<file path="src/rtl/i2c_bit_master.sv">
module i2c_bit_master #(
  parameter int QW            = 8,
  parameter int MIN_Q         = 3,
  parameter int STRETCH_POLLS = 16,
  parameter int START_TRIES   = 3
) (
  input  logic          clk,
  input  logic          rst_n,
  input  logic          cmd_valid,
  input  logic [1:0]    cmd_op,
  input  logic [7:0]    cmd_data,
  input  logic          cmd_ack,
  input  logic [QW-1:0] quarter_cyc,
  output logic          busy,
  output logic          done,
  output logic          ok,
  output logic          ack_seen,
  output logic [7:0]    rd_data,
  input  logic          scl_in,
  input  logic          sda_in,
  output logic          scl_low_en,
  output logic          sda_low_en
);
  localparam int PW = $clog2(STRETCH_POLLS + 1);
  localparam int TW = $clog2(START_TRIES + 3);
  localparam logic [1:0] OP_START = 2'd0, OP_STOP = 2'd1, OP_WR = 2'd2, OP_RD = 2'd3;

  typedef enum logic [4:0] {
    S_IDLE, S_DLY, S_POLL, S_FIN, S_FAIL,
    T0, T1, T2, T3, T4,
    P0, P1, P2, P3, P4,
    W0, W1, W2, W3, WA0, WA1, WA2, WA3, WA4,
    RS, R0, R1, RA1, RA2, RA3, RA4
  } st_t;

  st_t st, ret;
  logic [QW-1:0] tmr, qlat;
  logic [1:0]    nq, op_q;
  logic [PW-1:0] pcnt;
  logic [TW-1:0] tries;
  logic [2:0]    bitn;
  logic [7:0]    sh;
  logic          more_q, scl_drv, sda_drv;
  logic          scl_m, scl_s, sda_m, sda_s;

  wire [QW-1:0] q_eff = (quarter_cyc < QW'(MIN_Q)) ? QW'(MIN_Q) : quarter_cyc;
  wire          tick  = (tmr == QW'(1));

  assign busy       = (st != S_IDLE);
  assign scl_low_en = scl_drv;
  assign sda_low_en = sda_drv;

  always_ff @(posedge clk or negedge rst_n)
    if (!rst_n) {scl_m, scl_s, sda_m, sda_s} <= 4'b1111;
    else        {scl_m, scl_s, sda_m, sda_s} <= {scl_in, scl_m, sda_in, sda_m};

  always_ff @(posedge clk or negedge rst_n) begin
    if (!rst_n) begin
      st <= S_IDLE; ret <= S_IDLE; tmr <= '0; qlat <= QW'(MIN_Q); nq <= '0;
      op_q <= OP_START; pcnt <= '0; tries <= '0; bitn <= '0; sh <= '0;
      more_q <= 1'b0; scl_drv <= 1'b0; sda_drv <= 1'b0;
      done <= 1'b0; ok <= 1'b0; ack_seen <= 1'b0; rd_data <= '0;
    end else begin
      done <= 1'b0;
      case (st)
        S_IDLE: if (cmd_valid) begin
          qlat <= q_eff; op_q <= cmd_op; sh <= cmd_data; more_q <= cmd_ack;
          bitn <= 3'd7; tries <= '0;
          case (cmd_op)
            OP_START: st <= T0;
            OP_STOP:  st <= P0;
            OP_WR:    st <= W0;
            default:  st <= RS;
          endcase
        end
        S_DLY: if (tick) begin
          if (nq == 2'd1) st <= ret;
          else begin nq <= nq - 2'd1; tmr <= qlat; end
        end else tmr <= tmr - 1'b1;
        S_POLL: if (tick) begin
          if (scl_s) st <= ret;
          else if (pcnt == PW'(STRETCH_POLLS - 1)) st <= S_FAIL;
          else begin pcnt <= pcnt + 1'b1; tmr <= qlat; end
        end else tmr <= tmr - 1'b1;
        S_FIN:  begin done <= 1'b1; ok <= 1'b1; st <= S_IDLE; end
        S_FAIL: begin
          done <= 1'b1; ok <= 1'b0; scl_drv <= 1'b0; sda_drv <= 1'b0; st <= S_IDLE;
        end
        T0: begin scl_drv <= 1'b0; st <= S_DLY; ret <= T1; nq <= 2'd1; tmr <= qlat; end
        T1: begin sda_drv <= 1'b0; st <= S_DLY; ret <= T2; nq <= 2'd1; tmr <= qlat; end
        T2: if (!sda_s) begin
          if (tries == TW'(START_TRIES - 1)) st <= S_FAIL;
          else begin tries <= tries + 1'b1; st <= T1; end
        end else begin st <= S_POLL; ret <= T3; tmr <= qlat; pcnt <= '0; end
        T3: begin sda_drv <= 1'b1; st <= S_DLY; ret <= T4; nq <= 2'd1; tmr <= qlat; end
        T4: begin scl_drv <= 1'b1; st <= S_DLY; ret <= S_FIN; nq <= 2'd1; tmr <= qlat; end
        P0: begin scl_drv <= 1'b1; st <= S_DLY; ret <= P1; nq <= 2'd1; tmr <= qlat; end
        P1: begin sda_drv <= 1'b1; st <= S_DLY; ret <= P2; nq <= 2'd1; tmr <= qlat; end
        P2: begin scl_drv <= 1'b0; st <= S_POLL; ret <= P3; tmr <= qlat; pcnt <= '0; end
        P3: begin
          sda_drv <= 1'b0; tries <= '0;
          st <= S_DLY; ret <= P4; nq <= 2'd1; tmr <= qlat;
        end
        P4: if (sda_s) st <= S_FIN;
            else if (tries == TW'(2)) st <= S_FAIL;
            else begin tries <= tries + 1'b1; st <= S_DLY; ret <= P4; nq <= 2'd1; tmr <= qlat; end
        W0: begin st <= S_DLY; ret <= W1; nq <= 2'd1; tmr <= qlat; end
        W1: begin sda_drv <= ~sh[7]; st <= S_DLY; ret <= W2; nq <= 2'd1; tmr <= qlat; end
        W2: begin scl_drv <= 1'b0; st <= S_POLL; ret <= W3; tmr <= qlat; pcnt <= '0; end
        W3: begin
          scl_drv <= 1'b1;
          if (bitn == 3'd0) st <= WA0;
          else begin bitn <= bitn - 3'd1; sh <= {sh[6:0], 1'b0}; st <= W0; end
        end
        WA0: begin st <= S_DLY; ret <= WA1; nq <= 2'd1; tmr <= qlat; end
        WA1: begin sda_drv <= 1'b0; st <= S_DLY; ret <= WA2; nq <= 2'd1; tmr <= qlat; end
        WA2: begin scl_drv <= 1'b0; st <= S_POLL; ret <= WA3; tmr <= qlat; pcnt <= '0; end
        WA3: begin ack_seen <= ~sda_s; st <= S_DLY; ret <= WA4; nq <= 2'd2; tmr <= qlat; end
        WA4: begin scl_drv <= 1'b1; st <= S_DLY; ret <= S_FIN; nq <= 2'd2; tmr <= qlat; end
        RS: begin sda_drv <= 1'b0; st <= S_DLY; ret <= R0; nq <= 2'd1; tmr <= qlat; end
        R0: begin scl_drv <= 1'b0; st <= S_POLL; ret <= R1; tmr <= qlat; pcnt <= '0; end
        R1: begin
          sh <= {sh[6:0], sda_s}; scl_drv <= 1'b1; bitn <= bitn - 3'd1;
          st <= S_DLY; tmr <= qlat;
          ret <= (bitn == 3'd0) ? RA1 : R0;
          nq  <= (bitn == 3'd0) ? 2'd3 : 2'd2;
        end
        RA1: begin
          rd_data <= sh; sda_drv <= more_q;
          st <= S_DLY; ret <= RA2; nq <= 2'd1; tmr <= qlat;
        end
        RA2: begin scl_drv <= 1'b0; st <= S_POLL; ret <= RA3; tmr <= qlat; pcnt <= '0; end
        RA3: begin scl_drv <= 1'b1; st <= S_DLY; ret <= RA4; nq <= 2'd1; tmr <= qlat; end
        RA4: begin sda_drv <= 1'b0; st <= S_DLY; ret <= S_FIN; nq <= 2'd1; tmr <= qlat; end
        default: st <= S_IDLE;
      endcase
    end
  end


  done_pulse_chk: assert property (@(posedge clk) disable iff (!rst_n) done |=> !done);

  fail_release_chk: assert property (@(posedge clk) disable iff (!rst_n)
    (done && !ok) |-> (!scl_low_en && !sda_low_en));

  cmd_hold_chk: assert property (@(posedge clk) disable iff (!rst_n)
    busy |=> ($stable(op_q) && $stable(qlat)));

  poll_bound_chk: assert property (@(posedge clk) disable iff (!rst_n)
    (st == S_POLL) |-> (pcnt < PW'(STRETCH_POLLS)));

  data_stable_chk: assert property (@(posedge clk) disable iff (!rst_n)
    (busy && (op_q == OP_WR || op_q == OP_RD) && !scl_low_en && !$past(scl_low_en))
      |-> $stable(sda_low_en));

  quarter_min_chk: assert property (@(posedge clk) disable iff (!rst_n)
    busy |-> (qlat >= QW'(MIN_Q)));

  stop_lines_chk: assert property (@(posedge clk) disable iff (!rst_n)
    (st == P4) |-> (!scl_low_en && !sda_low_en));
endmodule

</file>
<file path="config.mk">
export PLATFORM = sky130hd
export DESIGN_NAME = i2c_bit_master
export DESIGN_NICKNAME = d
export VERILOG_FILES = /design/src/rtl/i2c_bit_master.sv
export SDC_FILE = /design/constraint.sdc
export NUM_CORES = 1
export LEC_CHECK = 0
export ABC_CLOCK_PERIOD_IN_PS = 3500
export CAP_MARGIN = 25
export CORE_UTILIZATION = 24
export CTS_CLUSTER_DIAMETER = 150
export CTS_CLUSTER_SIZE = 16
export DETAILED_ROUTE_END_ITERATION = 12
export GPL_ROUTABILITY_DRIVEN = 0
export PLACE_DENSITY = 0.44
export REMOVE_ABC_BUFFERS = 1
export SYNTH_ARGS = -nofsm -noshare
export SYNTH_HDL_FRONTEND = slang
export SYNTH_SLANG_ARGS = --single-unit
export TNS_END_PERCENT = 1
</file>
<file path="constraint.sdc">
create_clock -name clk -period 3.5 [get_ports clk]
set_input_delay 0.875 -clock clk [delete_from_list [all_inputs] [get_ports clk]]
set_output_delay 0.875 -clock clk [all_outputs]
set_load 0.005 [all_outputs]
</file>
==> flow_metrics.py, run 1 <==
metrics = {
    "synth": {
        "synthTopCellsByCount": "59 x dfrtp_1, 46 x nand2_1, 40 x nor2_1",
        "yosysUniqueCellTypes": 65,
        "yosys_warnings": 0,
        "synth_area_leader_cell": "dfrtp_1",
        "syn_area_per_cell_sq_um": 8.89,
        "syn_inst": 469,
        "yosysMostFrequentCell": "dfrtp_1",
        "yosysSeqAreaShare_pct": 39.2,
        "syn_area_sq_mm": 0.00417,
        "ys.flop_type": "dfrtp_1",
        "synthArstFlopShare_pct": 100,
        "synth_edf_count": 0,
        "yosys.area.top_type_share_pct": 35.4,
        "synth_area_leaders": "dfrtp_1 35%, mux2i_1 4.3%, nand2_1 4.1%, a21oi_1 3.8%, dfstp_2 3.8%",
        "ys_seq_elements": 65,
    },
    "clocking": {
        "cts_buffers": 9,
        "cts_setup_buffers": 0,
        "clock_latency_ps": 330,
        "cts-resized-gates": 0,
        "root_buffer": "clkbuf_16",
        "htreeDepth": 3,
        "cts_sinks": 65,
        "cts_hold_buf": 0,
        "cts_tree": "built",
        "clockBufferDepth": 2,
        "path_clk_slew_ps": 60,
    },
    "min_path": {
        "min_to": "sda_s",
        "worst_hold_path_type": "register to register",
        "holdCritStartpoint": "sda_m",
        "min_path_cells": 0,
    },
    "global_route": {
        "grt_pass1_vias": 3724,
        "grt-ovfl-total": 0,
        "grt_max_degree": 66,
        "grt_pass1_wl_um": 20400,
        "antenna_found_initial": 0,
        "track_usage_pct": 14.4,
    },
    "sta": {
        "fin_tns_setup_ps": 0,
        "slew_headroom_pct": 43.8,
        "fmax_mhz": 341,
        "finClkSkew_ps": 6.22,
        "fin_crit_sh_pct": 83.8,
        "tightest_slew_ps": 842,
        "min_period_ps": 2930,
        "final_hold_viol_count": 0,
        "finalMaxSlewViolations": 0,
        "rsz0062_at_grt": "no",
        "setup_viol": 0,
        "fin_hold_ws_ps": 356,
    },
    "worst_setup_path": {
        "crit_path_start_kind": "register",
        "arrival_ps": 2060,
        "worst_setup_path_end_kind": "output port",
        "regToRegSetupSlack_ps": 780,
        "cp.required_ps": 2620,
        "reg2reg_from": "st[1]",
        "crit_path_max_fanout": 9,
        "r2r_end": "pcnt[2]",
        "criticalPathCategory": "register to output port",
        "cp_cell_sequence": "or3_1 -> nor3_1 -> inv_1 -> clkdlybuf4s50_1",
        "reg2reg_depth": 6,
        "critical_path.max_stage_delay_ps": 470,
        "cp_slowest_cell": "clkdlybuf4s50_1",
    },
    "placement": {
        "dpl.hpwl_um": 8780,
        "dp_cells": 710,
        "port-buffer-count": 37,
    },
    "finish": {
        "diodes": 0,
        "instances_no_fill": 726,
        "final_layout_size_suffix_gt1_share_pct": 12.8,
        "syn2layout_area_growth_pct": 21.3,
        "multi_input_area_sq_mm": 0.00229,
        "seqCellArea_sq_mm": 0.00163,
        "fin_nets": 537,
        "n_fill_cell": 1733,
    },
    "power": {
        "peakVddDrop_mv": 0.285,
        "cellLeakagePower_nw": 2.11,
        "p_per_area_mw_per_mm2": 858,
    },
    "floorplanning": {
        "die-area_sq_mm": 0.0179,
        "start_util_pct": 24.9,
        "rows": 47,
        "die_x_um": 134,
        "die_h_um": 134,
        "num_io_pins": 38,
        "core_area_sq_mm": 0.0168,
    },
    "detailed_routing": {
        "wl_per_cell_um": 16.9,
        "avgViaCountPerCell": 5.08,
        "ant_nets": 0,
        "drt-initial-drc-count": 240,
        "finalWirelength_um": 12300,
        "route.detailed.drc": 0,
        "drt-pass1-iter-count": 4,
        "vias": 3691,
    },
    "job": {
        "drv_cap": 0,
    },
    "status": {
        "status": "finished, final reports clean",
    },
}
-- worst max-delay path, delay by kind of cell (launching register included) --
family                 cells  cell delay [ps]
buffers and inverters      2              570
and+or+nand+nor            2              710
DFF                        1              460
-- registers in the layout (all words and copies together) (netlist names), 2 cells and up --
name	count
tries	3
tmr	8
rd_data	8
qlat	8
nq	2
pcnt	5
bitn	3
ret	5
sh	8
st	5
-- worst max-delay path by stage --
stage	startpoint	to	cells past startpoint
finish	st[2]	busy	4
global route	st[2]	busy	4
CTS	st[2]	busy	4
detailed placement	st[1]	pcnt[2]	6
global placement	cmd_op[0]	st[0]	7
floorplan	st[0]	busy	3
-- per-layer routing --
layer | up-vias | global-route usage, % | part of all wire (%)
li1 | 1780 | - | -
met1 | 1800 | 19.1 | 46
met2 | 101 | 23.5 | 48
met3 | 10 | 3.14 | 4.9
met4 | 0 | 3.91 | 1.4
met5 | - | 0 | 0
-- where the power goes --
| part | internal, mW | switching (mW) |
|---|---|---|
| clock | 0.555 | 0.342 |
| combinational | 0.898 | 1.25 |
| sequential | 1.03 | 0.253 |
-- cell families (layout without fill, tap and decap cells) --
| family | count (synthesis) | in the layout | share of synthesized area, % |
|---|---|---|---|
| DFF | 65 | 65 | 39.2 |
| buffers and inverters | 55 | 92 | 5.73 |
| muxes | 29 | 29 | 7.30 |
| xor gates and xnor gates | 1 | 1 | 0.210 |
| and+or+nand+nor | 163 | 163 | 20.3 |
| AOI/OAI and AO/OA | 144 | 144 | 23.7 |
| adders and majority gates | 12 | 12 | 3.60 |
-- stage by stage --
stage | worst slack, ps | utilization [%] | power (mW) | cell area [sq um]
2_1_floorplan | 1010 | - | 2.71 | 4030
3_3_place_gp | 864 | 28.4 | 3.43 | 4760
3_5_place_dp | 826 | 28.4 | 3.44 | 4760
4_1_cts | 540 | 30.2 | 4.36 | 5050
5_1_grt | 387 | 30.2 | 4.67 | 5050
6_report | 567 | 30.2 | 4.34 | 5050
-- final cells by class --
| class | instances | area share [%] |
|---|---|---|
| clock buffers | 12 | 4.68 |
| clock inverters | 4 | 1.04 |
| inverters | 26 | 1.93 |
| multi-input cells | 349 | 45.4 |
| flip-flops and latches | 65 | 32.3 |
| well taps | 220 | 5.45 |
| repair buffers | 50 | 9.16 |
-- cell usage in the layout (no fill, tap or decap), types with 5 or more instances in the layout --
master / instances
a211oi_1: 7
a21o_1: 6
a21oi_1: 32
a221oi_1: 6
a31oi_1: 7
and3_1: 7
buf_4: 13
clkbuf_16: 9
clkdlybuf4s50_1: 36
dfrtp_1: 59
dfstp_2: 6
ha_1: 12
inv_1: 26
mux2_2: 11
mux2i_1: 18
nand2_1: 46
nand2b_1: 12
nand3_1: 11
nand3b_1: 5
nor2_1: 40
nor2b_1: 5
nor3_1: 13
o21ai_0: 23
o21bai_1: 5
o22ai_1: 13
or2_2: 6
Note: power is estimated with default switching activity, not from simulation.
==> run 2: changes to the inputs <==
--- a/config.mk
+++ b/config.mk
@@ -5,7 +5,7 @@
 export SDC_FILE = /design/constraint.sdc
 export NUM_CORES = 1
 export LEC_CHECK = 0
-export ABC_CLOCK_PERIOD_IN_PS = 3500
+export ABC_CLOCK_PERIOD_IN_PS = 3000
 export CAP_MARGIN = 25
 export CORE_UTILIZATION = 24
 export CTS_CLUSTER_DIAMETER = 150
==> constraint.sdc (replaced) <==
create_clock -name clk -period 3 [get_ports clk]
set_input_delay 0.75 -clock clk [delete_from_list [all_inputs] [get_ports clk]]
set_output_delay 0.75 -clock clk [all_outputs]
set_load 0.005 [all_outputs]
==> run 2 against run 1 <==
Non-clock buffer count rose by 7; routed wire length decreased by 0.15%; combinational power increased by 20%; clock skew is 1.7 ps higher; core utilization up 0.76 points; die area stayed put; flip-flop and latch count unchanged; first-iteration DRC count down 7.1%; via count rose by 0.62%; global-route usage decreased by 0.23 points; hold slack is essentially flat; power increased by 22%; critical endpoint unchanged; largest power group unchanged; highest routed layer unchanged.
==> flow_metrics.py, run 2 (same netlist as run 1, synthesis figures left out) <==
metrics = {
    "sta": {
        "final_hold_viol_count": 0,
        "setup_viol": 0,
        "finalMaxSlewViolations": 0,
        "finClkSkew_ps": 7.95,
        "fin_crit_sh_pct": 95.5,
        "fmax_mhz": 349,
        "min_period_ps": 2860,
        "tightest_slew_ps": 604,
        "final.setup.worst_slack_ps": 136,
        "fin_tns_setup_ps": 0,
        "slew_headroom_pct": 59.6,
        "rsz0062_at_grt": "no",
    },
    "clocking": {
        "path_clk_slew_ps": 60,
        "htreeDepth": 3,
        "clock_latency_ps": 330,
        "cts_tree": "built",
        "cts-resized-gates": 0,
        "cts_sinks": 65,
        "cts_buffers": 9,
        "cts_setup_buffers": 0,
        "root_buffer": "clkbuf_16",
        "cts_hold_buf": 0,
        "clockBufferDepth": 2,
    },
    "worst_setup_path": {
        "cp_slowest_cell": "clkdlybuf4s50_1",
        "path_depth": 4,
        "cp_cell_sequence": "or3_1 -> nor3_1 -> inv_1 -> clkdlybuf4s50_1",
        "worst_setup_path_end_kind": "output port",
        "reg2reg_from": "st[0]",
        "crit_buf_inv": 2,
        "startpoint": "st[0]",
        "regToRegSetupSlack_ps": 630,
        "cp-endpoint": "busy",
        "reg2reg_depth": 6,
        "crit_path_max_fanout": 4,
        "crit_family": "simple AND/OR/NAND/NOR gates",
        "cp.required_ps": 2250,
        "r2r_end": "ret[3]",
        "crit_path_start_kind": "register",
        "arrival_ps": 2110,
        "critical_path.max_stage_delay_ps": 470,
        "criticalPathCategory": "register to output port",
    },
    "power": {
        "clock_power_share_pct": 23.5,
        "p_sw_mw": 2.17,
        "p_int_mw": 3.14,
        "cellLeakagePower_nw": 2.18,
        "power.share.combinational_pct": 48.6,
        "power.total_mw": 5.31,
        "netSwitchingFraction_pct": 40.8,
        "p_per_area_mw_per_mm2": 1020,
        "power_frac_seq_pct": 27.9,
        "peakVddDrop_mv": 0.429,
    },
    "detailed_routing": {
        "finalWirelength_um": 12200,
        "drt-initial-drc-count": 223,
        "ant_nets": 0,
        "avgViaCountPerCell": 5.07,
        "route.detailed.drc": 0,
        "drt-pass1-iter-count": 7,
        "wl_per_cell_um": 16.7,
        "vias": 3714,
    },
    "finish": {
        "final_common_cell": "dfrtp_1",
        "diodes": 0,
        "fin_nets": 544,
        "layout_common_cells": "59 x dfrtp_1, 46 x nand2_1, 40 x nor2_1",
        "syn2layout_area_growth_pct": 24.3,
        "final_layout_size_suffix_gt1_share_pct": 14.6,
        "utilization_pct": 30.9,
        "n_fill_cell": 1727,
        "finalInstanceArea_sq_mm": 0.00518,
    },
    "placement": {
        "placed_area_sq_mm": 0.00483,
        "port-buffer-count": 37,
        "place_ws_ps": 501,
        "dpl.hpwl_um": 8560,
    },
    "global_route": {
        "track_usage_pct": 14.2,
        "grt_pass1_wl_um": 19700,
        "grt-ovfl-total": 0,
        "grt_pass1_vias": 3606,
        "antenna_found_initial": 0,
        "grt_max_degree": 66,
    },
    "floorplanning": {
        "num_io_pins": 38,
        "die_x_um": 134,
        "die_h_um": 134,
        "die-area_sq_mm": 0.0179,
        "rows": 47,
        "core_area_sq_mm": 0.0168,
        "start_util_pct": 24.9,
    },
    "job": {
        "drv_cap": 0,
    },
    "min_path": {
        "min_path_cells": 0,
        "worst_hold_path_type": "register to register",
    },
    "status": {
        "status": "finished, final reports clean",
    },
}
run 2: changes by cell type in the layout (fill, tap and decap cells not counted):
cell	before	now
buf_12	0	1
clkbuf_8	0	1
clkbuf_1	3	0
bufinv_16	1	3
buf_4	13	19
run 2: worst register-to-register path, stage by stage (launching register included):
cell      delay, ps
dfrtp_1         340
buf_4           420
nand2b_1        210
or2_2           320
a21o_1          330
nand2_1         270
mux2_2          360
run 2: layer usage:
metal / part of all wire [%] / wire, um / track usage (%)
met1: 46 / 5650 / 19.3
met4: 2.0 / 240 / 5.24
met2: 47 / 5720 / 22.4
met3: 5.1 / 629 / 2.38
met5: 0 / 0 / 0
run 2: area by class of cell:
type | count | area, sq um | area share, %
flip-flops and latches | 65 | 1630 | 31.5
inverters | 26 | 97.6 | 1.88
repair buffers | 57 | 528 | 10.2
multi-input cells | 349 | 2290 | 44.3
well taps | 220 | 275 | 5.31
clock buffers | 10 | 239 | 4.61
clock inverters | 6 | 113 | 2.17
run 2: stage by stage:
| step | hold slack, ps | std cells |
|---|---|---|
| 3_3_place_gp | 347 | 717 |
| 2_1_floorplan | 345 | 440 |
| 3_5_place_dp | 348 | 717 |
| 4_1_cts | 356 | 733 |
| 5_1_grt | 359 | 733 |
| 6_report | 356 | 733 |
run 2: how the worst min path moves through the flow:
stage                     startpoint     to
after floorplan                scl_m  scl_s
after global placement         sda_m  sda_s
after detailed placement       sda_m  sda_s
after CTS                      sda_m  sda_s
after global routing           scl_m  scl_s
final                          sda_m  sda_s
run 2: power by group through the flow:
stage,clock [mW],combinational [mW],sequential (mW)
6_report,1.25,2.58,1.48
5_1_grt,1.32,2.87,1.53
4_1_cts,1.28,2.59,1.48
3_5_place_dp,0,2.57,1.50
3_3_place_gp,0,2.57,1.49
2_1_floorplan,0,1.61,1.55
==> run 3: changes to the inputs <==
--- a/config.mk
+++ b/config.mk
@@ -7,6 +7,7 @@
 export LEC_CHECK = 0
 export ABC_CLOCK_PERIOD_IN_PS = 3000
 export CAP_MARGIN = 25
+export CORE_MARGIN = 2
 export CORE_UTILIZATION = 24
 export CTS_CLUSTER_DIAMETER = 150
 export CTS_CLUSTER_SIZE = 16
==> run 3 against run 2 <==
Via count rose by 0.86%; cell count rose by 0.68%; maximum frequency rose by 2.2%; critical endpoint unchanged; largest power group unchanged.
==> flow_metrics.py, run 3 (same netlist as run 1, synthesis figures left out) <==
metrics = {
    "floorplanning": {
        "start_util_pct": 24.3,
        "core_area_sq_mm": 0.0171,
        "num_io_pins": 38,
        "die_x_um": 136,
        "rows": 48,
        "die-area_sq_mm": 0.0184,
        "die_h_um": 136,
    },
    "sta": {
        "setup_viol": 0,
        "min_period_ps": 2800,
        "fin_crit_sh_pct": 93.4,
        "rsz0062_at_grt": "no",
        "fin_tns_setup_ps": 0,
        "finClkSkew_ps": 7.84,
        "slew_headroom_pct": 52.8,
        "fin_hold_ws_ps": 358,
        "final_hold_viol_count": 0,
        "final.setup.worst_slack_ps": 199,
        "tightest_slew_ps": 708,
        "fmax_mhz": 357,
        "finalMaxSlewViolations": 0,
    },
    "global_route": {
        "grt_pass1_wl_um": 20300,
        "antenna_found_initial": 0,
        "grt_pass1_vias": 3696,
        "grt-ovfl-total": 0,
        "grt_max_degree": 66,
        "track_usage_pct": 14.2,
    },
    "detailed_routing": {
        "route.detailed.drc": 0,
        "ant_nets": 0,
        "finalWirelength_um": 12200,
        "avgViaCountPerCell": 5.08,
        "drt-pass1-iter-count": 5,
        "vias": 3746,
        "wl_per_cell_um": 16.6,
        "drt-initial-drc-count": 300,
    },
    "finish": {
        "layout_common_cells": "59 x dfrtp_1, 46 x nand2_1, 40 x nor2_1",
        "syn2layout_area_growth_pct": 23.7,
        "diodes": 0,
        "final_common_cell": "dfrtp_1",
        "fin_nets": 544,
        "final_layout_size_suffix_gt1_share_pct": 14.6,
        "utilization_pct": 30.1,
        "instances_no_fill": 738,
    },
    "clocking": {
        "cts_sinks": 65,
        "cts-resized-gates": 0,
        "cts_tree": "built",
        "path_clk_slew_ps": 60,
        "htreeDepth": 3,
        "cts_hold_buf": 0,
        "cts_buffers": 9,
        "clock_latency_ps": 340,
        "clockBufferDepth": 2,
        "root_buffer": "clkbuf_16",
        "cts_setup_buffers": 0,
    },
    "worst_setup_path": {
        "regToRegSetupSlack_ps": 560,
        "crit_family": "simple AND/OR/NAND/NOR gates",
        "crit_path_start_kind": "register",
        "arrival_ps": 2050,
        "cp_slowest_cell": "or3_1",
        "crit_buf_inv": 2,
        "reg2reg_from": "st[4]",
        "cp_cell_sequence": "or3_1 -> nor3_1 -> inv_1 -> clkdlybuf4s50_1",
        "cp.required_ps": 2250,
        "critical_path.max_stage_delay_ps": 460,
        "startpoint": "st[0]",
        "criticalPathCategory": "register to output port",
        "worst_setup_path_end_kind": "output port",
        "crit_path_max_fanout": 4,
    },
    "placement": {
        "port-buffer-count": 37,
        "place_ws_ps": 523,
        "dp_cells": 722,
        "dpl.hpwl_um": 8730,
    },
    "status": {
        "status": "finished, final reports clean",
    },
    "min_path": {
        "worst_hold_path_type": "register to register",
        "holdCritStartpoint": "sda_m",
    },
    "power": {
        "cellLeakagePower_nw": 2.17,
        "p_per_area_mw_per_mm2": 1010,
        "peakVddDrop_mv": 0.328,
    },
    "job": {
        "drv_cap": 0,
    },
}
-- run 3: cell types whose count changed in the layout (fill, tap and decap cells not counted), sizes merged --
| cell | before | now |
|---|---|---|
| clkinv | 2 | 4 |
| bufinv | 3 | 2 |
| clkbuf | 10 | 9 |
-- run 3: where the power goes --
| group | leakage (nW) | internal (mW) | switching (mW) |
|---|---|---|---|
| clock network | 0.160 | 0.727 | 0.418 |
| logic | 1.22 | 1.11 | 1.49 |
| registers | 0.789 | 1.21 | 0.275 |
-- run 3: path summary, 6_finish.rpt --
kind,to,depth (start not counted)
setup / recovery,busy,4
hold / removal,sda_s,0
setup reg to reg,tmr[0],5
hold reg to reg,sda_s,0
max in group asynchronous,sda_s,2
min in group asynchronous,tmr[7],2
-- run 3: cell type report --
type | count | area, sq um
fillers | 1799 | 12000
multi-input cells | 349 | 2290
flip-flops and latches | 65 | 1630
repair buffers | 57 | 528
well taps | 225 | 282
clock buffers | 9 | 225
inverters | 26 | 97.6
clock inverters | 7 | 92.6
-- run 3: per-layer routing --
layer | share of wire, % | vias to the layer above | track usage [%] | wire [um]
met4 | 1.1 | 0 | 4.69 | 136
met1 | 46 | 1841 | 19.2 | 5670
met3 | 5.5 | 11 | 3.33 | 674
met2 | 47 | 108 | 22.4 | 5740
met5 | 0 | - | 0 | 0
li1 | - | 1786 | - | -
-- run 3: metrics by stage --
| step | total power, mW | instance area, sq um |
|---|---|---|
| 2_1_floorplan | 3.16 | 4030 |
| 3_3_place_gp | 4.08 | 4840 |
| 3_5_place_dp | 4.07 | 4840 |
| 4_1_cts | 5.26 | 5150 |
| 5_1_grt | 5.66 | 5150 |
| 6_report | 5.23 | 5150 |
